[src/rtl/fontIdxPkg.sv]
package fontIdxPkg;
  // Strobes from the row control to the index datapath
  typedef struct packed {
    logic clrRow;   // frame start: return row index to zero
    logic stepRow;  // third accepted line: advance row index
  } rowStrb_t;
endpackage

[src/rtl/rowControl.sv]
module rowControl
  import fontIdxPkg::*;
#(
  parameter int V_SCALE = 3
) (
  input  logic     clk,
  input  logic     rstN,
  input  logic     lineAdv,
  input  logic     frameStart,
  input  logic     vActive,
  output rowStrb_t strb
);
  localparam int PRE_W = (V_SCALE > 1) ? $clog2(V_SCALE) : 1;

  logic accept;
  logic stepRaw;

  // a line pulse counts only on active lines and never against a frame start
  assign accept = lineAdv & vActive & ~frameStart;

  generate
    if (V_SCALE > 1) begin : gPre
      logic [PRE_W-1:0] phase;
      logic             wrap;

      assign wrap    = (phase == PRE_W'(V_SCALE - 1));
      assign stepRaw = accept & wrap;

      always_ff @(posedge clk or negedge rstN) begin
        if (!rstN)           phase <= '0;
        else if (frameStart) phase <= '0;
        else if (accept)     phase <= wrap ? '0 : phase + 1'b1;
      end

      AST_PHASE_RANGE: assert property (@(posedge clk) disable iff (!rstN)
        phase <= PRE_W'(V_SCALE - 1)) else $error("phase out of range");
      AST_PHASE_FROZEN: assert property (@(posedge clk) disable iff (!rstN)
        (lineAdv && !vActive && !frameStart) |=> $stable(phase)) else $error("phase moved in blanking");
    end else begin : gNoPre
      assign stepRaw = accept;
    end
  endgenerate

  assign strb.clrRow  = frameStart;
  assign strb.stepRow = stepRaw;

  AST_NO_STEP_BLANK: assert property (@(posedge clk) disable iff (!rstN)
    (lineAdv && !vActive) |-> !strb.stepRow) else $error("step in blanking");
  AST_STROBES_EXCL: assert property (@(posedge clk) disable iff (!rstN)
    !(strb.clrRow && strb.stepRow)) else $error("clear and step together");
endmodule

[src/rtl/rowDatapath.sv]
module rowDatapath
  import fontIdxPkg::*;
#(
  parameter int H_CNT_W = 10,
  parameter int H_IDX_W = 8,
  parameter int V_ROWS  = 128,
  parameter int V_IDX_W = $clog2(V_ROWS)
) (
  input  logic               clk,
  input  logic               rstN,
  input  logic               pixEn,
  input  logic               hActive,
  input  logic [H_CNT_W-1:0] hCount,
  input  rowStrb_t           strb,
  output logic [H_IDX_W-1:0] hIdx,
  output logic [V_IDX_W-1:0] vIdx
);
  localparam logic [V_IDX_W-1:0] V_LAST = V_IDX_W'(V_ROWS - 1);

  logic [H_IDX_W-1:0] hHalf;
  assign hHalf = hCount[H_IDX_W:1];

  generate
    if (H_CNT_W > H_IDX_W + 1) begin : gTopBits
      logic unusedHigh;
      assign unusedHigh = ^{hCount[0], hCount[H_CNT_W-1:H_IDX_W+1]};
    end else begin : gNoTopBits
      logic unusedLow;
      assign unusedLow = hCount[0];
    end
  endgenerate

  // column index: two screen pixels per font pixel
  always_ff @(posedge clk or negedge rstN) begin
    if (!rstN)      hIdx <= '0;
    else if (pixEn) hIdx <= hActive ? hHalf : '0;
  end

  // row index: stepped by the control, wraps after the last glyph row
  always_ff @(posedge clk or negedge rstN) begin
    if (!rstN)             vIdx <= '0;
    else if (strb.clrRow)  vIdx <= '0;
    else if (strb.stepRow) vIdx <= (vIdx == V_LAST) ? '0 : vIdx + 1'b1;
  end

  AST_H_BLANK_ZERO: assert property (@(posedge clk) disable iff (!rstN)
    (pixEn && !hActive) |=> (hIdx == '0)) else $error("hIdx not cleared");
  AST_H_HOLD: assert property (@(posedge clk) disable iff (!rstN)
    !pixEn |=> $stable(hIdx)) else $error("hIdx moved without enable");
  AST_ROW_CLEAR: assert property (@(posedge clk) disable iff (!rstN)
    strb.clrRow |=> (vIdx == '0)) else $error("row not cleared");
  AST_ROW_WRAP: assert property (@(posedge clk) disable iff (!rstN)
    (strb.stepRow && (vIdx == V_LAST)) |=> (vIdx == '0)) else $error("row wrap wrong");
  AST_ROW_STEP: assert property (@(posedge clk) disable iff (!rstN)
    (strb.stepRow && !strb.clrRow && (vIdx != V_LAST)) |=> (vIdx == $past(vIdx) + 1'b1)) else $error("row step wrong");
  AST_ROW_HOLD: assert property (@(posedge clk) disable iff (!rstN)
    (!strb.stepRow && !strb.clrRow) |=> $stable(vIdx)) else $error("row moved without strobe");
endmodule

[src/rtl/fontIndexer.sv]
module fontIndexer
  import fontIdxPkg::*;
#(
  parameter int H_CNT_W = 10,
  parameter int H_IDX_W = 8,
  parameter int V_SCALE = 3,
  parameter int V_ROWS  = 128,
  parameter int V_IDX_W = $clog2(V_ROWS)
) (
  input  logic               clk,
  input  logic               rstN,
  input  logic               pixEn,
  input  logic               hActive,
  input  logic [H_CNT_W-1:0] hCount,
  input  logic               lineAdv,
  input  logic               frameStart,
  input  logic               vActive,
  output logic [H_IDX_W-1:0] hIdx,
  output logic [V_IDX_W-1:0] vIdx
);
  rowStrb_t strb;

  rowControl #(.V_SCALE(V_SCALE)) uCtrl (
    .clk        (clk),
    .rstN       (rstN),
    .lineAdv    (lineAdv),
    .frameStart (frameStart),
    .vActive    (vActive),
    .strb       (strb)
  );

  rowDatapath #(
    .H_CNT_W (H_CNT_W),
    .H_IDX_W (H_IDX_W),
    .V_ROWS  (V_ROWS),
    .V_IDX_W (V_IDX_W)
  ) uData (
    .clk     (clk),
    .rstN    (rstN),
    .pixEn   (pixEn),
    .hActive (hActive),
    .hCount  (hCount),
    .strb    (strb),
    .hIdx    (hIdx),
    .vIdx    (vIdx)
  );

  AST_ROW_ONLY_ON_PULSE: assert property (@(posedge clk) disable iff (!rstN)
    (!lineAdv && !frameStart) |=> $stable(vIdx)) else $error("vIdx moved without pulse");
  AST_H_CAPTURE: assert property (@(posedge clk) disable iff (!rstN)
    (pixEn && hActive) |=> (hIdx == $past(hCount[H_IDX_W:1]))) else $error("hIdx capture wrong");
endmodule

[config.mk]
export PLATFORM = sky130hd
export DESIGN_NAME = fontIndexer
export DESIGN_NICKNAME = d
export VERILOG_FILES = /design/src/rtl/fontIdxPkg.sv /design/src/rtl/rowControl.sv /design/src/rtl/rowDatapath.sv /design/src/rtl/fontIndexer.sv
export SDC_FILE = /design/constraint.sdc
export NUM_CORES = 1
export LEC_CHECK = 0
export BUFFER_PORTS_ARGS = -buffer_cell sky130_fd_sc_hd__buf_2
export CORE_ASPECT_RATIO = 1.4
export CORE_MARGIN = 8
export CORE_UTILIZATION = 25
export DETAILED_ROUTE_END_ITERATION = 6
export GPL_TIMING_DRIVEN = 1
export MAX_ROUTING_LAYER = met4
export SLEW_MARGIN = 40
export SYNTH_ARGS = -nofsm -noshare
export SYNTH_HDL_FRONTEND = slang
export SYNTH_SLANG_ARGS = --single-unit
export TNS_END_PERCENT = 50
[constraint.sdc]
create_clock -name clk -period 1.3 [get_ports clk]
set_clock_uncertainty 0.1 [all_clocks]
set_input_delay 0 -clock clk [delete_from_list [all_inputs] [get_ports clk]]
set_output_delay 0 -clock clk [all_outputs]
set_load 0.05 [all_outputs]
* After elaboration in Yosys (flattened, before gate mapping)
Cells that the tools add are included.
** Storage, ports and cells
- Flip-flop bits (word level) :: 17
- Bits of input ports :: 17
- Output and inout bits :: 15
- Logic and storage cells :: 20
** Operators by class
- Add/subtract/negate cells :: 2
- Eq/ne operators :: 2
- Muxes and demuxes :: 7
- Bitwise logic cells :: 4
- Reductions and logical operators :: 2
** Operators with widths (count)
- $mux W7 :: 3
- $mux W8 :: 1
- $add A7 B1 Y7 const B :: 1
- $eq A7 B7 Y1 const B :: 1
- $mux W2 :: 3
- $reduce_bool A2 Y1 :: 2
- $and A1 B1 Y1 :: 3
- $add A2 B1 Y2 const B :: 1
- $eq A2 B2 Y1 const B :: 1
- $not A1 Y1 :: 1

* Longest topological paths before layout
Gate-level depths: netlist (run 1).
- Word-level depth :: 5
- Depth in mapped cells :: 4
- Gate-level depth less buffers :: 4

* Hierarchy
A second synthesis (run 1) with hierarchy kept.
** Second synthesis, totals
- Cell total of the unflattened synthesis :: 83
- Area total of the unflattened synthesis :: 809.5 sq um
** By module, submodules not included
- rowDatapath :: instances 1, cells each 71, area an instance 681.9 sq um
- rowControl :: instances 1, cells each 12, area an instance 127.6 sq um

* Least setup slack after synthesis (run 1)
OpenSTA, ideal clock, no wires.
- Path type :: reg-to-reg
- Start point :: register uData.vIdx[0]
- End point :: register uData.vIdx[6]
- Data arrival time :: 1.644 ns
- Slack :: -0.521 ns
- Cell stages (with the launch flop) :: 5
- Path buffers :: 0
- Period minus slack after synthesis :: 1.821 ns
- Cell sequence :: dfrtp_1 -> ha_1 -> nand3_1 -> or4_1 -> a21oi_1
** On the way
- Word-level cells in the longest chain between the ends :: 4
- Elaborated cells on any way between the ends :: 5
** Ends and longest elaborated chain
- start, declared :: line rowDatapath.sv:16 : output logic [V_IDX_W-1:0] vIdx
- start signal, assigned :: line rowDatapath.sv:43 : else if (strb.stepRow) vIdx <= (vIdx == V_LAST) ? '0 : vIdx + 1'b1;
- $add A7 B1 Y7 / $eq A7 B7 Y1 (equally long branches) :: line rowDatapath.sv:43
- $mux W7 * (2 in series) :: line rowDatapath.sv:43
- $mux W7 * :: line rowDatapath.sv:42 : else if (strb.clrRow) vIdx <= '0;
Mark *: on every way between the ends. The rest lies on a longest branch, timed or not. The select of a mux whose other input is x is not followed.
A chain may end at the register's enable or synchronous reset.

* Worst setup path after layout (run 1)
- Start point :: register uCtrl.gPre.phase[0]
- End point :: register uData.vIdx[5]
** On the way
- Word-level cells in the longest chain between the ends :: 3
** Ends and longest elaborated chain
- start, declared :: line rowControl.sv:23 : logic [PRE_W-1:0] phase;
- start signal, assigned :: line rowControl.sv:32 : else if (accept) phase <= wrap ? '0 : phase + 1'b1;
- $eq A2 B2 Y1 :: line rowControl.sv:26 : assign wrap = (phase == PRE_W'(V_SCALE - 1));
- $and A1 B1 Y1 :: line rowControl.sv:27 : assign stepRaw = accept & wrap;
- $reduce_bool A2 Y1 (no source line)
Every way passes these cells.

==> results of run 1 <==
## logic make-up after synthesis
family,count (synthesis)
flops,17
simple gates,29
compound gates,23
fa+ha+maj,1
mux,1
buf+inv,14
## state kept, by name, indices dropped and copies added, names as in the netlist
signal,count
uData.hIdx,8
uData.vIdx,7
uCtrl.gPre.phase,2
## cell usage after synthesis
cell / n / area, sq um
or4_1: 2 / 15.01
ha_1: 1 / 12.51
and4b_2: 1 / 11.26
nand4b_1: 1 / 8.760
buf_6: 1 / 11.26
a21oi_1: 6 / 30.03
mux2i_1: 1 / 10.01
o31ai_1: 1 / 7.510
inv_1: 10 / 37.54
clkbuf_1: 1 / 3.750
clkbuf_2: 1 / 5.000
o211ai_1: 3 / 22.52
or3_1: 3 / 18.77
dfrtp_1: 17 / 425.4
nand2_1: 7 / 26.28
o21ai_0: 10 / 50.05
nand4b_4: 1 / 23.77
a31oi_1: 2 / 12.51
nand3_1: 12 / 60.06
nor2_1: 2 / 7.510
o221ai_1: 1 / 8.760
buf_1: 1 / 3.750
## per-layer routing
layer | vias up | part of all wire | track usage | routed length (microns)
met5 | - | 0 | - | 0
met4 | 0 | 0.0099 | 0.02988 | 23
met3 | 4 | 0.059 | 0.02823 | 136
met2 | 30 | 0.51 | 0.1632 | 1191
met1 | 419 | 0.42 | 0.09588 | 972
li1 | 420 | - | - | -
## stage by stage
step | instances | util | power [W] | hold WS (ns)
3_5_place_dp | 160 | 0.3522 | 0.0008187 | -0.1517
2_1_floorplan | 85 | - | 0.0007291 | -0.3956
4_1_cts | 184 | 0.4319 | 0.001253 | 0.01071
6_report | 184 | 0.4355 | 0.001247 | -0.001941
3_3_place_gp | 160 | 0.3522 | 0.0008123 | -0.1597
5_1_grt | 184 | 0.4355 | 0.001309 | 0.02748
## placed cells by master (no fill, tap or decap), types with 3 or more instances in the layout
| cell | Yosys | routed |
|---|---|---|
| dfrtp_1 | 17 | 11 |
| inv_1 | 10 | 10 |
| o211ai_1 | 3 | 3 |
| or3_1 | 3 | 3 |
| clkbuf_8 | 0 | 3 |
| buf_2 | 0 | 29 |
| dlygate4sd3_1 | 0 | 15 |
| dfrtp_2 | 0 | 6 |
| o21ai_0 | 10 | 8 |
| buf_4 | 0 | 12 |
| nand3_1 | 12 | 11 |
| dlymetal6s4s_1 | 0 | 3 |
| nand2_1 | 7 | 6 |
| a21oi_1 | 6 | 4 |
## timing repair
item | in CTS | in global routing
hold buffers | 18 | 0
gates resized for setup | 3 | 5
endpoints found under the hold margin | 34 | 0
setup endpoints to repair | 5 | 11
setup buffers | 2 | 0
pin swaps | 5 | 4
## path summary, 6_finish.rpt
check / start / endpoint / cells past startpoint
setup reg to reg: uCtrl.gPre.phase[0] / uData.vIdx[5] / 3
min in group asynchronous: rstN / uData.hIdx[6] / 2
max in group asynchronous: rstN / uData.vIdx[5] / 2
hold / removal: pixEn / uData.hIdx[5] / 2
setup / recovery: uCtrl.gPre.phase[0] / uData.vIdx[5] / 3
hold reg to reg: uData.hIdx[5] / uData.hIdx[5] / 2
## power by group
part / internal, W / switching (W)
Clock: 0.000213 / 0.000187
Combinational: 0.000101 / 0.000168
Sequential: 0.000558 / 0.0000205
Total: 0.000872 / 0.000376
## final cells by class
| type | count | area, sq um |
|---|---|---|
| clock inverters | 1 | 5.005 |
| well taps | 39 | 48.80 |
| clock buffers | 3 | 41.29 |
| multi-input cells | 54 | 360.3 |
| repair buffers | 60 | 434.2 |
| fillers | 321 | 1763 |
| flip-flops and latches | 17 | 432.9 |
| inverters | 10 | 37.54 |
==> reports/metrics.cfg, run 1 <==
[cells_and_area]
area_growth_pct = 67.49
layout-drive-gt1-share = 0.4069
antenna_cells = 0
stdcell_area_sq_um = 1360
fin_nets = 164

[setup_path]
required_ns = 1.37
max_stage_delay_ns = 0.47
cp-start-kind = flop
cp_data_arrival_time_ns = 1.44
reg2reg_slack_ns = -0.07
cp_top_family = simple AND/OR/NAND/NOR gates
critical_path_class = flop to flop
crit_buf_inv = 0
crit_path_end_kind = flop
crit_slowest_cell = or4_1
crit_fanout = 3
cp_cell_sequence = nand4b_4, or4_1, a31oi_1

[yosys]
synth.net_count = 103
synth_top_family_by_area = simple AND/OR/NAND/NOR gates
yosysWarnings = 0
mappedNetlistArea_sq_um = 812.0
synth_seq_cells = 17
synth_xor_xnor_area_share = 0
synth.area.mux_share = 0.01233
synthAdderAreaFrac = 0.01541
synth-compound-area-share = 0.1618
ys_types = 22
syn_area_per_cell_sq_um = 9.553
ys_seq_area_frac = 0.5239
synthCells = 85
synthSimpleGateAreaFrac = 0.2111

[grt]
gr-total-overflow = 0
antenna_found_initial = 0
grt_max_degree = 18
grt_pass1_wl_microns = 4036
grt_usage = 0.09308
first_global_vias = 972

[floorplanning]
die_area_sq_um = 5354
row_count = 24
initial_core_util = 0.2600
die_h_microns = 83.44
io_pins = 32
dieWidth_microns = 64.17
core_area_sq_um = 3123

[cts]
path_clk_slew_ns = 0.07
cts-root-buf = clkbuf_8
clock-sinks = 17
htreeDepth = 1
tritoncts = built
cts_made_buffers = 3
cts_buffer_depth = 2
clkLatencyLatePin_ns = 0.25

[placement]
port_buffers = 29
place_hpwl_microns = 1687
place.gp.congestion = 0.8180
post-place-ws_ns = -0.1009
dpl-instance-area_sq_um = 1100

[outcome]
outcome = finished with violations
violations = hold timing, setup timing

[detailed_routing]
num_vias = 873
detail-route-antenna-nets = 0
drt_iter0_markers = 7
routed_via_density = 4.745
drt_first_pass_iters = 4
drt-total-wl_microns = 2323
drc = 0
wl_per_cell_microns = 12.63

[timing]
drv_slew = 0
rsz0062_at_grt = yes
timing_worst_slew_pin_value_ns = 0.3789
hold_viol = 1
fin_crit_sh = 1.052
worst_slack_ns = -0.06724
max_slew_margin = 0.7474
fin_crit_ns = 1.367
finalSetupTns_ns = -0.2449
hold_ws_ns = -0.001941
fmax_ghz = 0.7314
finalSetupViolations = 5

[flow_run]
drv_cap = 0

[power]
peakVddDrop_mv = 0.5922
power_density_nw_per_um2 = 917.2
p_leak_nw = 0.6230

[worst_hold_path]
hold_class = input pin to flop

Power figures use the tool's default switching activity.
==> run 2, diff against run 1 <==
CORE_ASPECT_RATIO = default   (was 1.4)
RECOVER_POWER = 50   (was default)
==> reports/metrics.cfg, run 2 (synthesis results as in run 1) <==
[grt]
grt_usage = 0.1031
grt_max_degree = 18
antenna_found_initial = 0
first_global_vias = 964
grt_pass1_wl_microns = 4229
gr-total-overflow = 0

[cells_and_area]
multi_input_comb_area_sq_um = 365.4
final.fill_count = 290
stdcell_area_sq_um = 1404
fin_cells = 195
final_common_cell = buf_2
fin_nets = 170
seq_area_sq_um = 432.9
antenna_cells = 0
top_regs = uData.hIdx (8), uData.vIdx (7), uCtrl.gPre.phase (2)
top_register = uData.hIdx
layout_common_cells = buf_2 (27), dlygate4sd3_1 (19), buf_4 (14)
area_growth_pct = 72.88
layout-drive-gt1-share = 0.4040
largest_reg_flops = 8

[timing]
fin_crit_sh = 1.074
max_slew_margin = 0.3713
worst_slack_ns = -0.09652
hold_ws_ns = 0.04129
hold_viol = 0
fmax_ghz = 0.7161
drv_slew = 0
finalSetupTns_ns = -0.3663
rsz0062_at_grt = yes
finalSetupViolations = 5
fin_crit_ns = 1.397
timing_worst_slew_pin_value_ns = 0.9430

[setup_path]
reg2reg_slack_ns = -0.1
crit_slowest_cell = or4_4
required_ns = 1.43
max_stage_delay_ns = 0.42
crit_path_end_kind = flop
cp-start-kind = flop
crit_fanout = 3
cp_data_arrival_time_ns = 1.52
critical_path_class = flop to flop
cp_cell_sequence = ha_4, nand3_4, or4_4, a21oi_2

[cts]
clock-sinks = 17
htreeDepth = 1
cts-root-buf = clkbuf_4
path_clk_slew_ns = 0.11
clkLatencyLatePin_ns = 0.29
cts_made_buffers = 3
tritoncts = built
cts_buffer_depth = 2

[floorplanning]
row_count = 20
die_h_microns = 72.99
initial_core_util = 0.2638
dieWidth_microns = 72.99
io_pins = 32
core_area_sq_um = 3078
die_area_sq_um = 5328

[power]
p_int_w = 0.0007769
p_leak_nw = 0.6295
pwr-share-seq = 0.505
peakVddDrop_mv = 0.4362
p_comb_frac = 0.242
p_sw_frac = 0.3213
pwr-share-clk = 0.252
p_switching_w = 0.0003677
power_density_nw_per_um2 = 815.3

[detailed_routing]
drc = 0
drt-total-wl_microns = 2422
drt_iter0_markers = 47
num_vias = 881
drt_first_pass_iters = 4
wl_per_cell_microns = 12.42
routed_via_density = 4.518
detail-route-antenna-nets = 0

[placement]
place.gp.congestion = 0.8116
dpl-instance-area_sq_um = 1121
dp_cells = 167
post-place-ws_ns = -0.1206
port_buffers = 29
place_hpwl_microns = 1634

[outcome]
outcome = finished with violations
violations = setup timing

[worst_hold_path]
hold_class = input pin to flop

[flow_run]
drv_cap = 0

[run 2: worst max-delay path, delay by kind of cell (launching register included)]
family	cells	cell delay, ns
simple gates	2	0.50
compound gates	1	0.14
flops	1	0.41
fa+ha+maj	1	0.17
[run 2: final timing paths]
check	startpoint	end	cells past startpoint
setup / recovery	uData.vIdx[0]	uData.vIdx[6]	4
hold / removal	lineAdv	uData.vIdx[6]	4
setup reg to reg	uData.vIdx[0]	uData.vIdx[6]	4
hold reg to reg	uData.hIdx[0]	uData.hIdx[0]	2
max in group asynchronous	rstN	uData.vIdx[4]	2
min in group asynchronous	rstN	uData.vIdx[1]	2
[run 2: stage by stage]
| step | power, W | util |
|---|---|---|
| 5_1_grt | 0.001210 | 0.4561 |
| 4_1_cts | 0.001155 | 0.4427 |
| 3_3_place_gp | 0.0008148 | 0.3642 |
| 6_report | 0.001145 | 0.4561 |
| 3_5_place_dp | 0.0008194 | 0.3642 |
| 2_1_floorplan | 0.0007291 | - |
[run 2: timing repair]
item	CTS	global route
endpoints found under the hold margin	34	0
hold buffers	21	0
setup buffers	0	3
pin swaps	5	4
setup endpoints to repair	6	10
gates resized for setup	1	7
[run 2: routing by layer]
metal  global-route usage  share of wire  vias to the layer above
met3              0.03846          0.074                        2
met1               0.1145           0.44                      414
met5                    -              0                        -
met2               0.1668           0.48                       28
met4              0.03333         0.0037                        0
li1                     -              -                      437
[run 2: area by class of cell]
cell class / instances / area share
Clock buffer: 3 / 0.01604
Clock inverter: 1 / 0.003565
Inverter: 10 / 0.02674
Multi-Input combinational cell: 54 / 0.2602
Sequential cell: 17 / 0.3084
Tap cell: 44 / 0.03922
Timing Repair Buffer: 66 / 0.3458
[run 2: power groups by stage]
| stage | logic, W | clock network [W] | registers (W) |
|---|---|---|---|
| floorplan | 0.0000473 | 0 | 0.000682 |
| global placement | 0.000228 | 0 | 0.000587 |
| detailed placement | 0.000233 | 0 | 0.000586 |
| CTS | 0.000275 | 0.000301 | 0.000578 |
| global route | 0.000299 | 0.000328 | 0.000583 |
| finish | 0.000277 | 0.000289 | 0.000578 |
==> run 3, diff against run 2 <==
CAP_MARGIN = 5   (was default)
CORE_UTILIZATION = 42   (was 25)
PLACE_DENSITY = 0.73   (was default)
TNS_END_PERCENT = default   (was 50)
==> reports/metrics.cfg, run 3 (synthesis results as in run 1) <==
[outcome]
outcome = finished with violations
violations = setup timing

[timing]
hold_viol = 0
max_slew_margin = 0.3942
fin_crit_ns = 1.424
hold_ws_ns = 0.05176
rsz0062_at_grt = yes
finalSetupTns_ns = -0.4891
worst_slack_ns = -0.1241
timing_worst_slew_pin_value_ns = 0.9087
finalSetupViolations = 5
fmax_ghz = 0.7022
fin_crit_sh = 1.095
drv_slew = 0

[cells_and_area]
area_growth_pct = 65.49
final_common_cell = buf_2
layout_common_cells = buf_2 (27), dlygate4sd3_1 (20), buf_4 (13)
antenna_cells = 0
layout-drive-gt1-share = 0.3919
top_regs = uData.hIdx (8), uData.vIdx (7), uCtrl.gPre.phase (2)
fin_nets = 167
top_register = uData.hIdx
largest_reg_flops = 8

[setup_path]
reg2reg_from = uCtrl.gPre.phase[0]
setup.worst_path.end = uData.vIdx[3]
crit_path_end_kind = flop
startpoint = uCtrl.gPre.phase[0]
required_ns = 1.40
cp.depth = 4
max_stage_delay_ns = 0.40
reg2reg_depth = 4
cp_cell_sequence = nand4b_4, buf_4, or3_1, a31oi_1
regToRegEndpoint = uData.vIdx[3]
crit_buf_inv = 1
crit_fanout = 7
cp-start-kind = flop
reg2reg_slack_ns = -0.12
cp_top_family = simple AND/OR/NAND/NOR gates
critical_path_class = flop to flop
cp_data_arrival_time_ns = 1.53
crit_slowest_cell = dfrtp_1

[cts]
htreeDepth = 1
clock-sinks = 17
cts_buffer_depth = 2
clkLatencyLatePin_ns = 0.29
cts-root-buf = clkbuf_4
path_clk_slew_ns = 0.10
tritoncts = built
cts_made_buffers = 3

[detailed_routing]
drt_first_pass_iters = 4
wl_per_cell_microns = 15.29
detail-route-antenna-nets = 0
drc = 0
num_vias = 885
routed_via_density = 5.057
drt-total-wl_microns = 2675
drt_iter0_markers = 23

[placement]
place_hpwl_microns = 1566
port_buffers = 29
place.gp.congestion = 0.8025

[grt]
grt_max_degree = 18
antenna_found_initial = 0
gr-total-overflow = 0
grt_pass1_wl_microns = 4291
grt_usage = 0.1609
first_global_vias = 918

[floorplanning]
initial_core_util = 0.4315
die_h_microns = 59.97
io_pins = 32
row_count = 16
dieWidth_microns = 59.97
core_area_sq_um = 1882
die_area_sq_um = 3596

[worst_hold_path]
hold_class = input pin to flop
min_path_cells = 4

[power]
power_density_nw_per_um2 = 852.4
p_leak_nw = 0.6111
peakVddDrop_mv = 0.7286

[flow_run]
drv_cap = 0

[run 3: metrics by stage]
stage | area, sq um | utilization | power [W] | instances | setup WS [ns]
6_report | 1344 | 0.7141 | 0.001145 | 175 | -0.1241
5_1_grt | 1344 | 0.7141 | 0.001210 | 175 | -0.1728
4_1_cts | 1345 | 0.7148 | 0.001148 | 175 | -0.1058
3_5_place_dp | 1100 | 0.5844 | 0.0008172 | 150 | -0.1166
3_3_place_gp | 1100 | 0.5844 | 0.0008125 | 150 | -0.07308
2_1_floorplan | 847.1 | - | 0.0007292 | 85 | -0.2250
[run 3: worst min path at each step]
| stage | startpoint | endpoint | slack [ns] |
|---|---|---|---|
| after floorplan | rstN | uCtrl.gPre.phase[0] | -0.40 |
| after global placement | rstN | uCtrl.gPre.phase[0] | -0.16 |
| after detailed placement | rstN | uCtrl.gPre.phase[1] | -0.16 |
| after CTS | vActive | uData.vIdx[6] | 0.03 |
| after global routing | vActive | uData.vIdx[6] | 0.04 |
| final | lineAdv | uData.vIdx[6] | 0.05 |
[run 3: worst register-to-register path: stages, from the launching register on]
cell	delay [ns]
dfrtp_1	0.40
nand4b_4	0.19
buf_4	0.17
or3_1	0.34
a31oi_1	0.14
[run 3: routing by layer]
layer	track usage	wire, microns	part of all wire	vias up
met5	-	0	0	-
met4	0.05102	37	0.014	0
met3	0.02581	83	0.031	4
met2	0.3077	1527	0.57	17
met1	0.1604	1026	0.38	435
li1	-	-	-	429
[run 3: what timing repair did]
action                                  in CTS  in global routing
endpoints found under the hold margin       34                  1
resized for setup                            2                  5
hold buffers                                21                  2
pin swaps                                    2                  3
setup buffers                                0                  1
endpoints found under the setup margin       5                 12
[run 3: layout make-up]
cell class	count	area, sq um
Inverter	10	37.54
Tap cell	27	33.78
Sequential cell	17	432.9
Clock buffer	3	22.52
Multi-Input combinational cell	54	360.3
Clock inverter	1	5.005
Timing Repair Buffer	63	451.7
Fill cell	167	538.0
[run 3: power by group]
group	leakage [nW]	switching (W)	internal [W]
combinational	0.375	0.000180	0.000104
sequential	0.218	0.0000188	0.000558
clock	0.0177	0.000171	0.000114
total	0.611	0.000370	0.000776
